### config.mk
export PLATFORM = sky130hd
export DESIGN_NAME = rob_core
export DESIGN_NICKNAME = d
export VERILOG_FILES = /design/src/rtl/rob_pkg.sv /design/src/rtl/rob_ptrs.sv /design/src/rtl/rob_arf.sv /design/src/rtl/rob_core.sv
export SDC_FILE = /design/constraint.sdc
export NUM_CORES = 1
export LEC_CHECK = 0
export BUFFER_PORTS_ARGS = -buffer_cell sky130_fd_sc_hd__buf_2
export CORE_MARGIN = 8
export CORE_UTILIZATION = 35
export CTS_CLUSTER_SIZE = 12
export DETAILED_ROUTE_END_ITERATION = 16
export PLACE_DENSITY_LB_ADDON = 0.2
export SLEW_MARGIN = 10
export SYNTH_ARGS = -nofsm -noshare
export SYNTH_HDL_FRONTEND = slang
export SYNTH_HIERARCHICAL = 1
export SYNTH_SLANG_ARGS = --single-unit
### constraint.sdc
create_clock -name clk -period 10 [get_ports clk]
set_input_delay 2 -clock clk [delete_from_list [all_inputs] [get_ports clk]]
set_output_delay 2 -clock clk [all_outputs]
set_load 0.03 [all_outputs]
### src/rtl/rob_pkg.sv
package rob_pkg;
   typedef struct packed {
      logic valid;
      logic spec;
      logic done;
      logic exc;
      logic wr;
   } rob_flags_t;
endpackage

### src/rtl/rob_ptrs.sv
module rob_ptrs #(
   parameter int DEPTH = 8,
   localparam int PW = $clog2(DEPTH)
) (
   input  logic          clk,
   input  logic          rst_n,
   input  logic          push,
   input  logic          pop,
   input  logic          flush,
   input  logic          redirect,
   input  logic [PW-1:0] redirect_idx,
   output logic [PW-1:0] head_idx,
   output logic [PW-1:0] tail_idx,
   output logic          full,
   output logic          empty
);
   localparam logic [PW:0] ONE = (PW+1)'(1);
   localparam logic [PW:0] CAP = (PW+1)'(DEPTH);

   if (DEPTH < 2 || (DEPTH & (DEPTH - 1)) != 0) begin : g_chk_depth
      $error("rob_ptrs: DEPTH must be a power of two of at least 2");
   end

   logic [PW:0]   head_q, tail_q, head_d, tail_d, occ;
   logic [PW-1:0] rel_br;

   assign occ      = tail_q - head_q;
   assign full     = (occ == CAP);
   assign empty    = (occ == '0);
   assign head_idx = head_q[PW-1:0];
   assign tail_idx = tail_q[PW-1:0];
   assign rel_br   = redirect_idx - head_q[PW-1:0];

   always_comb begin
      head_d = pop ? head_q + ONE : head_q;
      if (flush)         tail_d = head_q;
      else if (redirect) tail_d = head_q + {1'b0, rel_br} + ONE;
      else if (push)     tail_d = tail_q + ONE;
      else               tail_d = tail_q;
   end

   always_ff @(posedge clk or negedge rst_n) begin
      if (!rst_n) begin
         head_q <= '0;
         tail_q <= '0;
      end else begin
         head_q <= head_d;
         tail_q <= tail_d;
      end
   end

   // the head moves forward by zero or one slot per edge
   assert_head_step_R2: assert property (@(posedge clk) disable iff (!rst_n)
      1'b1 |=> (head_q == $past(head_q)) || (head_q == $past(head_q) + ONE))
      else $error("head pointer jumped");

   // occupancy never exceeds the capacity
   assert_no_overflow_R5: assert property (@(posedge clk) disable iff (!rst_n)
      (tail_q - head_q) <= CAP)
      else $error("occupancy above DEPTH");
endmodule

### src/rtl/rob_arf.sv
module rob_arf #(
   parameter int NREG = 8,
   parameter int DW = 8,
   parameter bit RST_TO_INDEX = 1'b1,
   localparam int AW = $clog2(NREG)
) (
   input  logic               clk,
   input  logic               rst_n,
   input  logic               we,
   input  logic [AW-1:0]      waddr,
   input  logic [DW-1:0]      wdata,
   output logic [NREG*DW-1:0] regs_flat
);
   if (NREG < 2 || (NREG & (NREG - 1)) != 0) begin : g_chk_nreg
      $error("rob_arf: NREG must be a power of two of at least 2");
   end
   if (RST_TO_INDEX && NREG > (1 << DW)) begin : g_chk_init
      $error("rob_arf: DW too narrow to hold register indices");
   end

   for (genvar r = 0; r < NREG; r++) begin : g_reg
      localparam logic [AW-1:0] ADDR = AW'(r);
      logic [DW-1:0] q;
      if (RST_TO_INDEX) begin : g_rst_idx
         always_ff @(posedge clk or negedge rst_n) begin
            if (!rst_n)                    q <= DW'(r);
            else if (we && waddr == ADDR)  q <= wdata;
         end
      end else begin : g_rst_zero
         always_ff @(posedge clk or negedge rst_n) begin
            if (!rst_n)                    q <= '0;
            else if (we && waddr == ADDR)  q <= wdata;
         end
      end
      assign regs_flat[r*DW +: DW] = q;
   end

   // without a retire write the committed state holds
   assert_arf_hold_R3: assert property (@(posedge clk) disable iff (!rst_n)
      !we |=> $stable(regs_flat))
      else $error("architectural state changed without a retire");
endmodule

### src/rtl/rob_core.sv
module rob_core #(
   parameter int DEPTH = 8,
   parameter int NREG = 8,
   parameter int DW = 8,
   parameter int PCW = 16,
   parameter bit RST_TO_INDEX = 1'b1,
   localparam int PW = $clog2(DEPTH),
   localparam int AW = $clog2(NREG)
) (
   input  logic               clk,
   input  logic               rst_n,
   input  logic               alloc_valid,
   input  logic [PCW-1:0]     alloc_pc,
   input  logic [AW-1:0]      alloc_dst,
   input  logic               alloc_wr,
   input  logic               alloc_spec,
   output logic [PW-1:0]      alloc_idx,
   output logic               full,
   input  logic               cmpl_valid,
   input  logic [PW-1:0]      cmpl_idx,
   input  logic [DW-1:0]      cmpl_data,
   input  logic               cmpl_exc,
   input  logic               mp_valid,
   input  logic [PW-1:0]      mp_idx,
   output logic               exc_valid,
   output logic [PCW-1:0]     exc_pc,
   output logic [NREG*DW-1:0] arf_q
);
   import rob_pkg::*;

   if (DW < 1 || PCW < 1) begin : g_chk_widths
      $error("rob_core: DW and PCW must be positive");
   end

   logic [PW-1:0] head_idx, tail_idx, rel_br;
   logic          empty;
   logic          do_retire, do_flush, do_redirect, do_push;
   logic [DEPTH-1:0] younger, valid_v, spec_v, done_v;

   rob_flags_t    flg   [DEPTH];
   logic [PCW-1:0] pc_a  [DEPTH];
   logic [AW-1:0]  dst_a [DEPTH];
   logic [DW-1:0]  dat_a [DEPTH];
   rob_flags_t    head_f;

   // Oldest-slot decisions: an exception flush outranks a misprediction,
   // which outranks a new allocation.
   assign head_f      = flg[head_idx];
   assign do_retire   = head_f.valid && head_f.done && !head_f.exc;
   assign do_flush    = head_f.valid && head_f.done && head_f.exc;
   assign do_redirect = mp_valid && !do_flush && flg[mp_idx].valid;
   assign do_push     = alloc_valid && !full && !do_flush && !do_redirect;
   assign rel_br      = mp_idx - head_idx;
   assign alloc_idx   = tail_idx;

   always_comb begin
      for (int i = 0; i < DEPTH; i++) begin
         younger[i] = (PW'(i) - head_idx) > rel_br;
         valid_v[i] = flg[i].valid;
         spec_v[i]  = flg[i].spec;
         done_v[i]  = flg[i].done;
      end
   end

   rob_ptrs #(.DEPTH(DEPTH)) u_ptrs (
      .clk          (clk),
      .rst_n        (rst_n),
      .push         (do_push),
      .pop          (do_retire),
      .flush        (do_flush),
      .redirect     (do_redirect),
      .redirect_idx (mp_idx),
      .head_idx     (head_idx),
      .tail_idx     (tail_idx),
      .full         (full),
      .empty        (empty)
   );

   for (genvar i = 0; i < DEPTH; i++) begin : g_ent
      localparam logic [PW-1:0] SLOT = PW'(i);
      rob_flags_t     f_q;
      logic [PCW-1:0] pc_r;
      logic [AW-1:0]  dst_r;
      logic [DW-1:0]  dat_r;
      logic           hit_push, hit_cmpl;

      assign hit_push = do_push && (tail_idx == SLOT);
      assign hit_cmpl = cmpl_valid && (cmpl_idx == SLOT) && f_q.valid;

      always_ff @(posedge clk or negedge rst_n) begin
         if (!rst_n) begin
            f_q   <= '0;
            pc_r  <= '0;
            dst_r <= '0;
            dat_r <= '0;
         end else if (do_flush) begin
            f_q.valid <= 1'b0;
         end else if (do_redirect && younger[i]) begin
            f_q.valid <= 1'b0;
         end else if (hit_push) begin
            f_q   <= rob_flags_t'{valid: 1'b1, spec: alloc_spec, done: 1'b0,
                                  exc: 1'b0, wr: alloc_wr};
            pc_r  <= alloc_pc;
            dst_r <= alloc_dst;
         end else begin
            if (do_retire && head_idx == SLOT) f_q.valid <= 1'b0;
            if (do_redirect && mp_idx == SLOT) begin
               f_q.done <= 1'b1;
               f_q.exc  <= 1'b0;
            end else if (hit_cmpl) begin
               f_q.done <= 1'b1;
               f_q.exc  <= cmpl_exc;
               dat_r    <= cmpl_data;
            end
         end
      end

      assign flg[i]   = f_q;
      assign pc_a[i]  = pc_r;
      assign dst_a[i] = dst_r;
      assign dat_a[i] = dat_r;
   end

   always_ff @(posedge clk or negedge rst_n) begin
      if (!rst_n) begin
         exc_valid <= 1'b0;
         exc_pc    <= '0;
      end else begin
         exc_valid <= do_flush;
         if (do_flush) exc_pc <= pc_a[head_idx];
      end
   end

   rob_arf #(.NREG(NREG), .DW(DW), .RST_TO_INDEX(RST_TO_INDEX)) u_arf (
      .clk       (clk),
      .rst_n     (rst_n),
      .we        (do_retire && head_f.wr),
      .waddr     (dst_a[head_idx]),
      .wdata     (dat_a[head_idx]),
      .regs_flat (arf_q)
   );

   // a request while full leaves the tail where it was
   assert_full_holds_R5: assert property (@(posedge clk) disable iff (!rst_n)
      full && alloc_valid && !mp_valid |=> $stable(alloc_idx))
      else $error("allocation accepted while full");

   // completing an invalid slot never leaves it valid and done
   assert_cmpl_ignored_R6: assert property (@(posedge clk) disable iff (!rst_n)
      cmpl_valid && !valid_v[cmpl_idx] |=>
         !valid_v[$past(cmpl_idx)] || !done_v[$past(cmpl_idx)])
      else $error("completion to an invalid slot took effect");

   // the exception indication lasts a single cycle
   assert_exc_pulse_R7: assert property (@(posedge clk) disable iff (!rst_n)
      exc_valid |=> !exc_valid)
      else $error("exception pulse longer than one cycle");

   // the exception cycle finds the buffer drained
   assert_flush_empties_R8: assert property (@(posedge clk) disable iff (!rst_n)
      exc_valid |-> empty && !full)
      else $error("slots survived an exception flush");

   // a misprediction only squashes speculative slots
   assert_squash_spec_R10: assert property (@(posedge clk) disable iff (!rst_n)
      do_redirect |-> (younger & valid_v & ~spec_v) == '0)
      else $error("non-speculative slot younger than a branch");
endmodule

# [Word level (Yosys, flattened, before mapping)]
# Index checks and enable logic that the tools add are counted.
[word_totals] register_bits=345 latchBits=0 mem_bits_rw=0 mem_bits_ro=0 input_bits=41 out_inout_bits=85 wordCells=352 n_memories=0
[op_classes] n_addsub=14 multipliers=0 div=0 order_cmp=10 eq_ne=36 shifts=0 mux=74 n_bitwise=27 reduce_logical=115
[ops] operator="$logic_and 1x1->1" count=65
[ops] operator="$eq 3x3->1 const B" count=20
[ops] operator="$bmux 16 s3" count=1
[ops] operator="$mux 2" count=24
[ops] operator="$reduce_and 3->1" count=16
[ops] operator="$reduce_and 5->1" count=8
[ops] operator="$mux 1" count=32
[ops] operator="$mux 16" count=2
[ops] operator="$reduce_bool 4->1" count=8
[ops] operator="$bmux 5 s3" count=2
[ops] operator="$eq 3x2->1 const B" count=10
[ops] operator="$reduce_bool 3->1" count=9
[ops] operator="$not 1->1" count=25
[ops] operator="$bmux 8 s3" count=1
[ops] operator="$gt 3x3->1" count=8
[ops] operator="$mux 5" count=4
[ops] operator="$mux 8" count=2
[ops] operator="$eq 3x1->1 const B" count=5
[ops] operator="$logic_not 3->1" count=5
[ops] operator="$add 4x1->4 const B" count=3
[ops] operator="$mux 4" count=3
[ops] operator="$sub 3x3->3 const A" count=4
[ops] operator="$bmux 3 s3" count=1
[ops] operator="$ge 4x4->1 const B" count=2
[ops] operator="9 further kinds" count=16

# [Logic depth before layout (Yosys ltp)]
[depth] ltp_word=15 mapped_depth=14 depth_no_buf=13

# [Cells and area by module]
# Netlist, hierarchy kept.
[modules_own_cells] module="rob_core" n_inst=1 cells_per_inst=943 area_each_um2=12882.4 seq_area_each_um2=6631.4
[modules_own_cells] module="rob_arf" n_inst=1 cells_per_inst=143 area_each_um2=2467.4 seq_area_each_um2=1616.6
[modules_own_cells] module="rob_ptrs" n_inst=1 cells_per_inst=80 area_each_um2=743.2 seq_area_each_um2=200.2

# [Worst setup path after synthesis]
# Ideal clock, no wire load.
[synth_timing] kind="input -> register" from="input port mp_idx[0]" to="register g_ent[7].dat_r[0]" setup_time_ns=0.128 arrival_ns=4.837 required_ns=9.872 path_slack_ns=5.035 path_stages=14 n_path_buf=1 cell_sequence="buf_4 > inv_1 > ha_1 > inv_1 > fa_1 > inv_1 > ha_1 > nor2b_1 > o22a_1 > o211ai_1 > nand2_1 > or4_4 > nor2_8 > mux2_1"
[synth_via] elab_chain_len=10 elab_cells_between_ends=17 cone_classes="add/sub: 1; order compare: 1; eq/ne: 1; mux: 3; bitwise: 4; reduce/logical: 7"
[synth_rtl] element="start, declared" line_no="rob_core.sv:24" rtl="input logic [PW-1:0] mp_idx,"
[synth_rtl] element="$not 3->4 (implied by the code)" line_no="rob_core.sv:51" rtl="assign do_redirect = mp_valid && !do_flush && flg[mp_idx].valid;"
[synth_rtl] element="$bmux 5 s3" line_no="rob_core.sv:51"
[synth_rtl] element="$mux 5 (implied by the code) (2 in series)" line_no="rob_core.sv:51"
[synth_rtl] element="$logic_and 1x1->1" line_no="rob_core.sv:51"
[synth_rtl] element="$logic_not 1->1" line_no="rob_core.sv:52" rtl="assign do_push = alloc_valid && !full && !do_flush && !do_redirect;"
[synth_rtl] element="$logic_and 1x1->1" line_no="rob_core.sv:52"
[synth_rtl] element="$logic_and 1x1->1" line_no="rob_core.sv:87" rtl="assign hit_push = do_push && (tail_idx == SLOT);"
[synth_rtl] element="$not 1->1 (no source line)"
[synth_rtl] element="$reduce_and 5->1 (no source line) (*)"
[synth_rtl] element="end signal, assigned" line_no="rob_core.sv:113" rtl="dat_r <= cmpl_data;"
[synth_rtl] element="end, declared" line_no="rob_core.sv:84" rtl="logic [DW-1:0] dat_r;"
# Mark *: on every way between the ends. The rest lies on a longest branch, timed or not. The select of a mux whose other input is x is not followed.
# A chain may end at the register's enable or synchronous reset.

# [Worst setup path in the final report]
[layout_timing] from="register u_ptrs.head_q[0]" to="output port full"
[layout_via] elab_chain_len=2
[layout_rtl] element="start, declared" line_no="rob_ptrs.sv:24" rtl="logic [PW:0] head_q, tail_q, head_d, tail_d, occ;"
[layout_rtl] element="start signal, assigned" line_no="rob_ptrs.sv:44" rtl="head_q <= '0;"
[layout_rtl] element="start signal, assigned" line_no="rob_ptrs.sv:47" rtl="head_q <= head_d;"
[layout_rtl] element="$sub 4x4->4" line_no="rob_ptrs.sv:27" rtl="assign occ = tail_q - head_q;"
[layout_rtl] element="$eq 4x4->1" line_no="rob_ptrs.sv:28" rtl="assign full = (occ == CAP);"
[layout_rtl] element="end, declared" line_no="rob_core.sv:18" rtl="output logic full,"
# No other way between the ends.

==> impl_metrics.env <==
export IMPL_status="complete, no violations"
export IMPL_ff_latch_area_um2=8460
export IMPL_cp_max_fo=38
export IMPL_port_buffers=124
export IMPL_worst_ep_arrival_time_ps=3270
export IMPL_grt_setup_unrepaired="no"
export IMPL_fp_dieArea_um2=53100
export IMPL_hold_viol_final=0
export IMPL_min_period_over_period=0.527
export IMPL_via_per_inst=5.19
export IMPL_max_freq_mhz=190
export IMPL_cp_data_required_time_ps=8000
export IMPL_post_cts_setup_buffer_count=0
export IMPL_grt_start_max_net_pins=84
export IMPL_finalCriticalPeriod_ps=5270
export IMPL_clkTransAtPathRegs_ps=60
export IMPL_worst_pin_slew_ps=1150
export IMPL_ioPinCount=126
export IMPL_seq_power_share=0.351
export IMPL_cts_root_buffer="clkbuf_16"
export IMPL_cts_hold_buf=0
export IMPL_drtAntennaViolNets=0
export IMPL_start_util=0.354
export IMPL_p_sw_mw=2.40
export IMPL_overflow=0
export IMPL_avgRoutedWirePerCell_um=20.9
export IMPL_start_kind="flip-flop"
export IMPL_max_cap_violations=0
export IMPL_fin_skew_ps=22.8
export IMPL_p_sw_frac=0.363
export IMPL_synthesis_nets=1234
export IMPL_drv_slew=0
export IMPL_first_iter_violations=600
export IMPL_post_cts_resized=0
export IMPL_grt_usage=0.151
export IMPL_power_per_cell_area_nw_per_um2=352
export IMPL_synth_area_per_cell_um2=13.8
export IMPL_timing_hold_ws_ps=480
export IMPL_syn_inst=1165
export IMPL_power_share_clock=0.227
export IMPL_synth_area_um2=16100
export IMPL_dp_hpwl_mm=24.8
export IMPL_place_gp_congestion=0.800
export IMPL_cts_tree="yes"
export IMPL_antenna_found_initial=5
export IMPL_cts_made_buffers=40
export IMPL_grt_pass1_vias=10600
export IMPL_ctsLongestPathBuffers=3
export IMPL_die_y_um=230
export IMPL_drive_gt1_frac=0.438
export IMPL_power_frac_comb=0.422
export IMPL_core_um2=45400
export IMPL_grt_pass1_wl_mm=63.9
export IMPL_setup_viol=0
export IMPL_core_rowCount=78
export IMPL_max_vdd_ir_drop_mv=0.147
export IMPL_min_delay_path_class="reg2reg"
export IMPL_area_growth_pct=16.7
export IMPL_tns_ps=0
export IMPL_cts_sinks=337
export IMPL_intPower_mw=4.21
export IMPL_multi_input_area_um2=7290
export IMPL_p_leak_nw=8.44
export IMPL_vias=9948
export IMPL_nNetsFinal=1356
export IMPL_die_x_um=230
export IMPL_yosys_warnings=6
export IMPL_drc=0
export IMPL_htreeDepth=2
export IMPL_drt_pass1_iter_count=5
export IMPL_drt_total_wl_mm=40.0
export IMPL_relSlewSlack=0.220
export IMPL_end_kind="output port"
export IMPL_fillCellCount=4251
export IMPL_clk_latency_ps=550
export IMPL_crit_type="reg2out"
layer usage:
layer  wire [um]  global-route usage  part of all wire  vias to the layer above
met1       18000               0.198              0.45                     5190
met4         595              0.0394             0.015                        6
met3        1780              0.0309             0.045                       50
met5          37                   0           0.00093                        -
li1            -                   -                 -                     4519
met2       19600               0.254              0.49                      183
state kept, by name, indices dropped and copies added (netlist names):
name,count
u_arf/g.q,64
g_ent.dst_r,24
exc_pc,16
g_ent.dat_r,64
flg,24
done_v,8
u_ptrs/head_q,4
u_ptrs/tail_q,4
exc_valid,1
g_ent.pc_r,128
layout make-up:
type	instances	share of cell area
clock inverter	12	0.00926
multi-input combinational	730	0.388
sequential	337	0.450
antenna	2	0.000267
clock buffer	59	0.0630
inverter	31	0.00620
timing repair buffer	147	0.0428
tap	600	0.0400
critical path, stage by stage (launching register included):
cell and delay [ps]:
dfrtp_4 510, buf_4 620, ha_1 290, nand2b_1 80, xnor2_1 140, and3_1 160
nor2b_1 570, buf_2 320
per-stage QoR:
stage               cell area, um2  worst slack [ps]  total power [mW]  std cells   util
floorplan                    16100              5040              4.40       1165      -
global placement             17400              4340              5.10       1845  0.384
detailed placement           17400              4350              5.17       1845  0.384
CTS                          18800              4660              6.70       1916  0.414
global route                 18800              4520              7.05       1917  0.414
finish                       18800              4730              6.61       1918  0.414
power groups by stage:
stage                     logic (mW)  registers, mW  clock network [mW]
final                           2.79           2.32                1.50
after global routing            3.05           2.40                1.60
after CTS                       2.84           2.32                1.54
after detailed placement        2.83           2.34                   0
after global placement          2.78           2.32                   0
after floorplan                 1.98           2.42                   0
worst paths after layout:
kind	start	end	slack [ps]	cells past startpoint
hold reg to reg	g_ent[7].dat_r[3]	g_ent[7].dat_r[3]	480	1
setup / recovery	u_ptrs/head_q[0]	full	4730	7
hold / removal	g_ent[7].dat_r[3]	g_ent[7].dat_r[3]	480	1
max in group asynchronous	rst_n	u_ptrs/head_q[0]	6580	3
setup reg to reg	u_ptrs/head_q[0]	u_ptrs/tail_q[1]	5440	11
min in group asynchronous	rst_n	g_ent[0].dat_r[7]	1430	1
layout by cell type, fill, tap and decap left out, drive strengths merged, types with 5 or more instances in the layout:
| master | n |
|---|---|
| buf | 147 |
| ha | 25 |
| nand2b | 7 |
| nor4 | 13 |
| clkinv | 7 |
| inv | 31 |
| dfstp | 12 |
| nor2b | 11 |
| a31oi | 20 |
| o211ai | 8 |
| nor3 | 10 |
| mux4 | 60 |
| nand2 | 108 |
| a21oi | 5 |
| xnor2 | 9 |
| xor2 | 5 |
| nand4 | 6 |
| clkbuf | 59 |
| o21ai | 25 |
| dfrtp | 325 |
| nor2 | 41 |
| nand3 | 14 |
| mux2 | 290 |
Note: power is estimated with default switching activity, not from simulation.
